**src/rtl/ext_pin_pkg.sv**
```systemverilog
package ext_pin_pkg;
  localparam int CFG_W = 4;

  // Packed order gives bit 3 = enable ... bit 0 = timer start.
  typedef struct packed {
    logic enable;
    logic pol_high;
    logic both_edges;
    logic timer_sync;
  } pin_cfg_t;
endpackage

```
**src/rtl/pin_sync.sv**
```systemverilog
module pin_sync #(
  parameter int STAGES = 2
) (
  input  logic clk,
  input  logic rst_n,
  input  logic d_i,
  output logic q_o
);
  localparam int LAST = STAGES - 1;

  logic [STAGES-1:0] chain;

  for (genvar i = 0; i < STAGES; i++) begin : g_stage
    if (i == 0) begin : g_first
      always_ff @(posedge clk or negedge rst_n) begin
        if (!rst_n) chain[i] <= 1'b0;
        else        chain[i] <= d_i;
      end
    end else begin : g_next
      always_ff @(posedge clk or negedge rst_n) begin
        if (!rst_n) chain[i] <= 1'b0;
        else        chain[i] <= chain[i-1];
      end
    end
  end

  assign q_o = chain[LAST];
endmodule

```
**src/rtl/pin_cfg_reg.sv**
```systemverilog
module pin_cfg_reg
  import ext_pin_pkg::*;
(
  input  logic             clk,
  input  logic             rst_n,
  input  logic             retain_i,
  input  logic             wr_en_i,
  input  logic [CFG_W-1:0] wr_data_i,
  output pin_cfg_t         cfg_o,
  output logic [CFG_W-1:0] rd_data_o
);
  pin_cfg_t cfg_q;

  always_ff @(posedge clk or negedge rst_n) begin
    if (!rst_n)                   cfg_q <= '0;
    else if (wr_en_i && !retain_i) cfg_q <= pin_cfg_t'(wr_data_i);
  end

  assign cfg_o     = cfg_q;
  assign rd_data_o = cfg_q;

  // retention freezes the control word
  p_retain_hold_r7: assert property (@(posedge clk) disable iff (!rst_n)
    retain_i |=> $stable(rd_data_o));
endmodule

```
**src/rtl/edge_qualifier.sv**
```systemverilog
module edge_qualifier (
  input  logic clk,
  input  logic rst_n,
  input  logic sync_i,
  input  logic enable_i,
  input  logic pol_high_i,
  input  logic both_edges_i,
  output logic event_o,
  output logic real_edge_o,
  output logic level_o
);
  logic q_prev;
  logic s_prev;
  logic qual;
  logic rise;
  logic change;

  // Formed valid signal: active sense applied, gated by enable.
  assign qual   = enable_i & (pol_high_i ? sync_i : ~sync_i);
  assign rise   = qual & ~q_prev;
  assign change = qual ^ q_prev;

  always_comb begin
    if (!enable_i)         event_o = 1'b0;
    else if (both_edges_i) event_o = change;
    else                   event_o = rise;
  end

  assign real_edge_o = event_o & (sync_i ^ s_prev);
  assign level_o     = qual;

  always_ff @(posedge clk or negedge rst_n) begin
    if (!rst_n) begin
      q_prev <= 1'b0;
      s_prev <= 1'b0;
    end else begin
      q_prev <= qual;
      s_prev <= sync_i;
    end
  end

  // a single-edge event cannot repeat on the next cycle
  p_single_no_repeat_r3: assert property (@(posedge clk) disable iff (!rst_n)
    (event_o && !both_edges_i) |=> !(event_o && !both_edges_i));
  // level test is off while the pin is disabled
  p_level_disabled_r10: assert property (@(posedge clk) disable iff (!rst_n)
    !enable_i |-> !level_o);
endmodule

```
**src/rtl/req_flag_ctrl.sv**
```systemverilog
module req_flag_ctrl (
  input  logic clk,
  input  logic rst_n,
  input  logic event_i,
  input  logic real_edge_i,
  input  logic timer_sync_i,
  input  logic irq_en_i,
  input  logic irq_ack_i,
  input  logic skip_test_i,
  output logic flag_o,
  output logic timer_start_o,
  output logic irq_o,
  output logic skip_o
);
  logic flag_q;
  logic timer_q;
  logic clr;

  assign clr = irq_ack_i | (skip_test_i & ~irq_en_i);

  always_ff @(posedge clk or negedge rst_n) begin
    if (!rst_n) begin
      flag_q  <= 1'b0;
      timer_q <= 1'b0;
    end else begin
      // a new event wins over a clear at the same edge
      flag_q  <= event_i | (flag_q & ~clr);
      timer_q <= real_edge_i & timer_sync_i;
    end
  end

  assign flag_o        = flag_q;
  assign timer_start_o = timer_q;
  assign irq_o         = flag_q & irq_en_i;
  assign skip_o        = flag_q & skip_test_i & ~irq_en_i;

  // timer pulse only alongside a set flag
  p_timer_with_flag_r5: assert property (@(posedge clk) disable iff (!rst_n)
    timer_start_o |-> flag_o);
  // interrupt and skip never report together
  p_skip_irq_excl_r8: assert property (@(posedge clk) disable iff (!rst_n)
    !(skip_o && irq_o));
  // clear without a competing event empties the flag
  p_clear_r9: assert property (@(posedge clk) disable iff (!rst_n)
    (irq_ack_i && !event_i) |=> !flag_o);
endmodule

```
**src/rtl/ext_pin_detector.sv**
```systemverilog
module ext_pin_detector
  import ext_pin_pkg::*;
#(
  parameter int SYNC_STAGES = 2
) (
  input  logic             clk,
  input  logic             rst_n,
  input  logic             retain_i,
  input  logic             pin_i,
  input  logic             cfg_wr_en_i,
  input  logic [CFG_W-1:0] cfg_wr_data_i,
  output logic [CFG_W-1:0] cfg_rd_data_o,
  input  logic             irq_en_i,
  input  logic             irq_ack_i,
  input  logic             skip_test_i,
  output logic             req_flag_o,
  output logic             irq_o,
  output logic             skip_o,
  output logic             timer_start_o,
  output logic             level_o
);
  pin_cfg_t cfg;
  logic     pin_s;
  logic     evt;
  logic     real_edge;

  pin_sync #(.STAGES(SYNC_STAGES)) u_sync (
    .clk   (clk),
    .rst_n (rst_n),
    .d_i   (pin_i),
    .q_o   (pin_s)
  );

  pin_cfg_reg u_cfg (
    .clk       (clk),
    .rst_n     (rst_n),
    .retain_i  (retain_i),
    .wr_en_i   (cfg_wr_en_i),
    .wr_data_i (cfg_wr_data_i),
    .cfg_o     (cfg),
    .rd_data_o (cfg_rd_data_o)
  );

  edge_qualifier u_qual (
    .clk          (clk),
    .rst_n        (rst_n),
    .sync_i       (pin_s),
    .enable_i     (cfg.enable),
    .pol_high_i   (cfg.pol_high),
    .both_edges_i (cfg.both_edges),
    .event_o      (evt),
    .real_edge_o  (real_edge),
    .level_o      (level_o)
  );

  req_flag_ctrl u_flag (
    .clk           (clk),
    .rst_n         (rst_n),
    .event_i       (evt),
    .real_edge_i   (real_edge),
    .timer_sync_i  (cfg.timer_sync),
    .irq_en_i      (irq_en_i),
    .irq_ack_i     (irq_ack_i),
    .skip_test_i   (skip_test_i),
    .flag_o        (req_flag_o),
    .timer_start_o (timer_start_o),
    .irq_o         (irq_o),
    .skip_o        (skip_o)
  );

  // the flag can only rise while the pin was enabled
  p_flag_needs_enable_r2: assert property (@(posedge clk) disable iff (!rst_n)
    $rose(req_flag_o) |-> $past(cfg.enable));
  // a timer pulse needs the start bit set the cycle before
  p_timer_needs_bit_r5: assert property (@(posedge clk) disable iff (!rst_n)
    timer_start_o |-> $past(cfg.timer_sync));
endmodule

```
**config.mk**
```make
export PLATFORM = sky130hd
export DESIGN_NAME = ext_pin_detector
export DESIGN_NICKNAME = d
export VERILOG_FILES = /design/src/rtl/ext_pin_pkg.sv /design/src/rtl/pin_sync.sv /design/src/rtl/pin_cfg_reg.sv /design/src/rtl/edge_qualifier.sv /design/src/rtl/req_flag_ctrl.sv /design/src/rtl/ext_pin_detector.sv
export SDC_FILE = /design/constraint.sdc
export NUM_CORES = 1
export LEC_CHECK = 0
export ABC_AREA = 1
export BUFFER_PORTS_ARGS = -buffer_cell sky130_fd_sc_hd__buf_2
export CORE_AREA = 2 2 39 41
export CTS_CLUSTER_DIAMETER = 40
export DETAILED_ROUTE_END_ITERATION = 10
export DIE_AREA = 0 0 41 43
export PLACE_DENSITY = 0.64
export SYNTH_ARGS = -nofsm -noshare
export SYNTH_HDL_FRONTEND = slang
export SYNTH_SLANG_ARGS = --single-unit
export TNS_END_PERCENT = 10
```
**constraint.sdc**
```tcl
create_clock -name clk -period 1.4 [get_ports clk]
set_clock_uncertainty 0.1 [all_clocks]
set_input_delay 0.21 -clock clk [delete_from_list [all_inputs] [get_ports clk]]
set_output_delay 0.21 -clock clk [all_outputs]
set_load 0.02 [all_outputs]
```
# Word-level counts from Yosys, hierarchy flattened

Cells that the tools add are included.

Multiplexer cells: 3
Bitwise logic cells: 17
Reductions and logical operators: 2

Operators with widths:

| kind                | count |
|---|---|
| $and A1 B1 Y1       | 9 |
| $not A1 Y1          | 4 |
| $mux W1             | 3 |
| $or A1 B1 Y1        | 2 |
| $xor A1 B1 Y1       | 2 |
| $logic_and A1 B1 Y1 | 1 |
| $logic_not A1 Y1    | 1 |

Register bits after elaboration: 10
Output and inout bits: 9
Logic and storage cells: 32

# Logic depth before layout (Yosys ltp)

Word-level depth: 8
Gate-level depth with buffers: 9
Gate-level depth less buffers: 9

# Cells and area by module

From an unflattened synthesis, not the netlist that was laid out.

Cell total of the unflattened synthesis: 58
Area, all modules: 465.4 um^2

By module, submodules not included:

| module         | instances | cells each | area each (um^2) | sequential area each (um^2) |
|---|---|---|---|---|
| pin_cfg_reg    | 1         | 22         | 190.2            | 100.1 |
| edge_qualifier | 1         | 20         | 127.6            | 50.0 |
| req_flag_ctrl  | 1         | 14         | 97.6             | 50.0 |
| pin_sync       | 1         | 2          | 50.0             | 50.0 |

# Least setup slack after synthesis

Ideal clock, no wire load.

Kind: reg2reg
Start: register u_cfg.cfg_q (netlist bit u_cfg.cfg_o[2])
End: register u_flag.timer_q, in the netlist u_flag.timer_start_o
Setup time: 0.069 ns
Data arrival time: 1.382 ns
Data required time: 1.231 ns
Slack: -0.151 ns
Stages on the path, launching flop included: 8
Clock period less this slack: 1.551 ns
Cells stage by stage: dfrtp_1 -> nand2_1 -> nand2_1 -> nor2_1 -> ha_1 -> nand2_1 -> nand3_2 -> nor2_2

Cells in the longest elaborated chain, start to end: 7

RTL lines:

| what                                           | RTL line                                   | RTL |
|---|---|---|
| start, declared                                | pin_cfg_reg.sv:12                          | `pin_cfg_t cfg_q;` |
| start signal, assigned                         | pin_cfg_reg.sv:16                          | `else if (wr_en_i && !retain_i) cfg_q <= pin_cfg_t'(wr_data_i);` |
| $mux W1 *                                      | edge_qualifier.sv:19                       | `assign qual = enable_i & (pol_high_i ? sync_i : ~sync_i);` |
| $and A1 B1 Y1 *                                | edge_qualifier.sv:19                       |  |
| net level_o                                    | ext_pin_detector.sv:20                     | `output logic level_o` |
| $and A1 B1 Y1 or $xor A1 B1 Y1 (tied branches) | edge_qualifier.sv:20, edge_qualifier.sv:21 |  |
| $mux W1 *                                      | edge_qualifier.sv:25                       | `else if (both_edges_i) event_o = change;` |
| $mux W1 *                                      | edge_qualifier.sv:24                       | `if (!enable_i) event_o = 1'b0;` |
| $and A1 B1 Y1 *                                | edge_qualifier.sv:29                       | `assign real_edge_o = event_o & (sync_i ^ s_prev);` |
| $and A1 B1 Y1 *                                | req_flag_ctrl.sv:28                        | `timer_q <= real_edge_i & timer_sync_i;` |
| end signal, assigned                           | req_flag_ctrl.sv:28                        |  |
| end, declared                                  | req_flag_ctrl.sv:16                        | `logic timer_q;` |

Mark *: on every way through the listed nets, which the timed path passes. The rest lies on a longest branch.
A chain may end at the register's enable or synchronous reset.

# Final worst setup path

Start: register u_cfg.cfg_q (netlist bit u_cfg.cfg_o[2])
End: output port level_o

Cells in the longest elaborated chain, start to end: 2

RTL lines:

| what          | RTL line |
|---|---|
| $mux W1       | edge_qualifier.sv:19 |
| $and A1 B1 Y1 | edge_qualifier.sv:19 |
| end, declared | ext_pin_detector.sv:20 |

Every way passes these cells.

==> summary.txt <==
Crit-path max FO -> 3
Synth Net Count -> 66
CTS Buf Count -> 3
Vias in the first global route -> 327
Synth warnings -> 0
Setup TNS -> 0 ns
Peak supply drop -> 0.000516 V
Antenna diode count -> 0
FP Rows -> 14
Final wirelength -> 772 µm
Cells after synthesis -> 53
Die Ht -> 43 µm
Seq/Total Area, Yosys -> 0.546
Nets@finish -> 92
Power per cell area -> 1110 nW/µm²
Clk slew on worst S/H paths -> 0.06 ns
Antenna-violating nets left -> 0
Clock Latency Late Sink -> 0.25 ns
Ranking of synthesized cells by area -> dfrtp_1, nand2_1, buf_4
GRT Util Overall -> 0.0991
WL per Instance -> 8.30 µm
Die width -> 41 µm
Worst stage delay on the critical path -> 0.39 ns
HPWL Detailed -> 616 µm
Worst Tran Pin Value -> 0.224 ns
Placed cell areas -> 571 µm²
Grt ovf -> 0
Worst Path Required -> 1.09 ns
Post-synth EDFFs -> 0
Sink Count -> 10
Critical path arrival -> 1.06 ns
Slew HR -> 0.851
RSZ-0062 raised after global routing -> yes
Critical path buffer and inverter count -> 1
Largest net degree at the start of global routing -> 11
Area grow syn2layout -> 38.5%
Min Tclk post-route -> 1.37 ns
Count of state elements after synthesis -> 10
Distinct cells, synth -> 13
Max Freq -> 732 MHz
Setup crit end kind -> output pin
DR DRC count -> 0
CP Class -> flip-flop to output pin
Drt pass-1 iters -> 2
FFs w/ async S/R, synth -> 1.00
Most common flop cell mapped by yosys -> dfrtp_1
Hold Path Origin -> cfg_wr_data_i[1]
Mapped cell area -> 458 µm²
Num ports -> 21
Avg Synthesized Cell Area -> 8.64 µm²
Root buf cell -> clkbuf_4
Cell taking the most area after synthesis -> dfrtp_1
Vias per inst -> 4.16
Top delay family on crit path -> flip-flops
Leakage -> 0.000368 µW
Vias -> 387
Post-synth top cells -> nand2_1, dfrtp_1, inv_1, nand3_1, buf_4
Core area -> 1380 µm²
Die area -> 1760 µm²
Starting Density -> 0.331
Most frequent cell after synthesis -> nand2_1
Hold Crit Class -> primary input to flip-flop
Final max-slew violation count -> 0
# setup viols final -> 0
Hold Fails Final Rpt -> 0
Clock buffer depth -> 2
CP Launch Point -> u_cfg.cfg_o[2]$_DFFE_PN0P_
Fin crit share -> 0.976
Worst path cell trace -> nand2_1, nand2_2, nor2_4, buf_6
DRT iter0 DRCs -> 1
# H-tree levels -> 1
Final Cell Area -> 634 µm²
Status -> finished clean
Antenna violations before repair -> 0
Layout cells sized above 1 -> 0.455
Synth top area share -> 0.546
RR Startpoint -> u_cfg.cfg_o[2]$_DFFE_PN0P_
Global placement routability congestion -> 0.577
First-pass GRT wire length -> 1190 µm
CP Launch Type -> flip-flop
Crit path max-delay cell type -> dfrtp_1
Port bufs -> 20
Max_cap viols -> 0
CTS tree -> yes
-- report_power, final --
| group | internal [µW] | total (µW) | switching (µW) |
|---|---|---|---|
| sequential | 318 | 336 | 18.2 |
| combinational | 77.3 | 185 | 108 |
| clock | 98.6 | 183 | 84.9 |
| total | 493 | 705 | 211 |
-- placed cells by master (no fill, tap or decap) --
cell type / instances
nor2_4: 1
inv_1: 7
buf_2: 19
clkbuf_4: 3
inv_2: 2
nand3_2: 1
o21ai_1: 1
nor2_2: 1
nand2_1: 14
nor2_1: 2
nand3_1: 5
dfrtp_1: 10
nand2_2: 3
buf_6: 1
buf_4: 3
dlygate4sd3_1: 2
nor3_2: 1
ha_1: 1
-- cell families after synthesis --
logic type                 count (synthesis)  share of synthesized area
DFF                                       10                      0.546
and+or+nand+nor                           28                      0.276
adders and majority gates                  1                     0.0273
AOI/OAI and AO/OA                          1                     0.0109
buffers and inverters                     13                      0.139
-- registers in the layout, summed over array words and instances (netlist names) --
signal / cells
u_sync.chain: 1
u_flag.flag_o: 1
u_qual.q_prev: 1
u_flag.timer_start_o: 1
u_qual.s_prev: 1
u_sync.q_o: 1
u_cfg.cfg_o: 4
-- cell type report --
class	count	area, µm²
sequential	10	250
fill	139	749
tap	16	20.0
inverter	9	33.8
timing repair buffer	25	149
clock buffer	3	22.5
multi-input combinational	30	159
-- stage by stage --
step | std cells | power (µW) | utilization | hold slack, ns | setup WS [ns]
after floorplan | 53 | 462 | - | -0.186 | 0.0297
after global placement | 87 | 511 | 0.412 | -0.0238 | 0.0579
after detailed placement | 87 | 516 | 0.412 | -0.0188 | 0.00976
after CTS | 93 | 714 | 0.453 | 0.0759 | 0.00849
after global routing | 93 | 752 | 0.458 | 0.0947 | -0.0294
final | 93 | 705 | 0.458 | 0.0799 | 0.0341
-- timing repair --
item                                   in CTS  in global routing
endpoints found under the hold margin      11                  0
pin swaps                                   0                  1
resized for setup                           2                  2
setup endpoints to repair                   1                  3
hold buffers                                2                  0
buffers inserted                            1                  0
-- final timing paths --
path / slack, ns / depth (start not counted) / end
setup / recovery: 0.03 / 4 / level_o
max in group asynchronous: 0.77 / 2 / u_sync.q_o$_DFF_PN0_
min in group asynchronous: 0.24 / 2 / u_flag.flag_o$_DFF_PN0_
hold / removal: 0.08 / 3 / u_cfg.cfg_o[1]$_DFFE_PN0P_
setup reg to reg: 0.07 / 6 / u_flag.timer_start_o$_DFF_PN0_
hold reg to reg: 0.25 / 0 / u_sync.q_o$_DFF_PN0_
-- tightest hold or removal path, stage by stage --
cell     delay, ns
buf_2         0.07
nand3_1       0.06
nand2_1       0.06
-- layer usage --
metal  up-vias  track usage  part of all wire
met2        17        0.153              0.51
met3         0       0.0209             0.080
met4         0       0.0600                 0
met1       163        0.119              0.41
met5         -            0                 0
li1        207            -                 -
No activity file was read; power rests on OpenSTA's default activity.
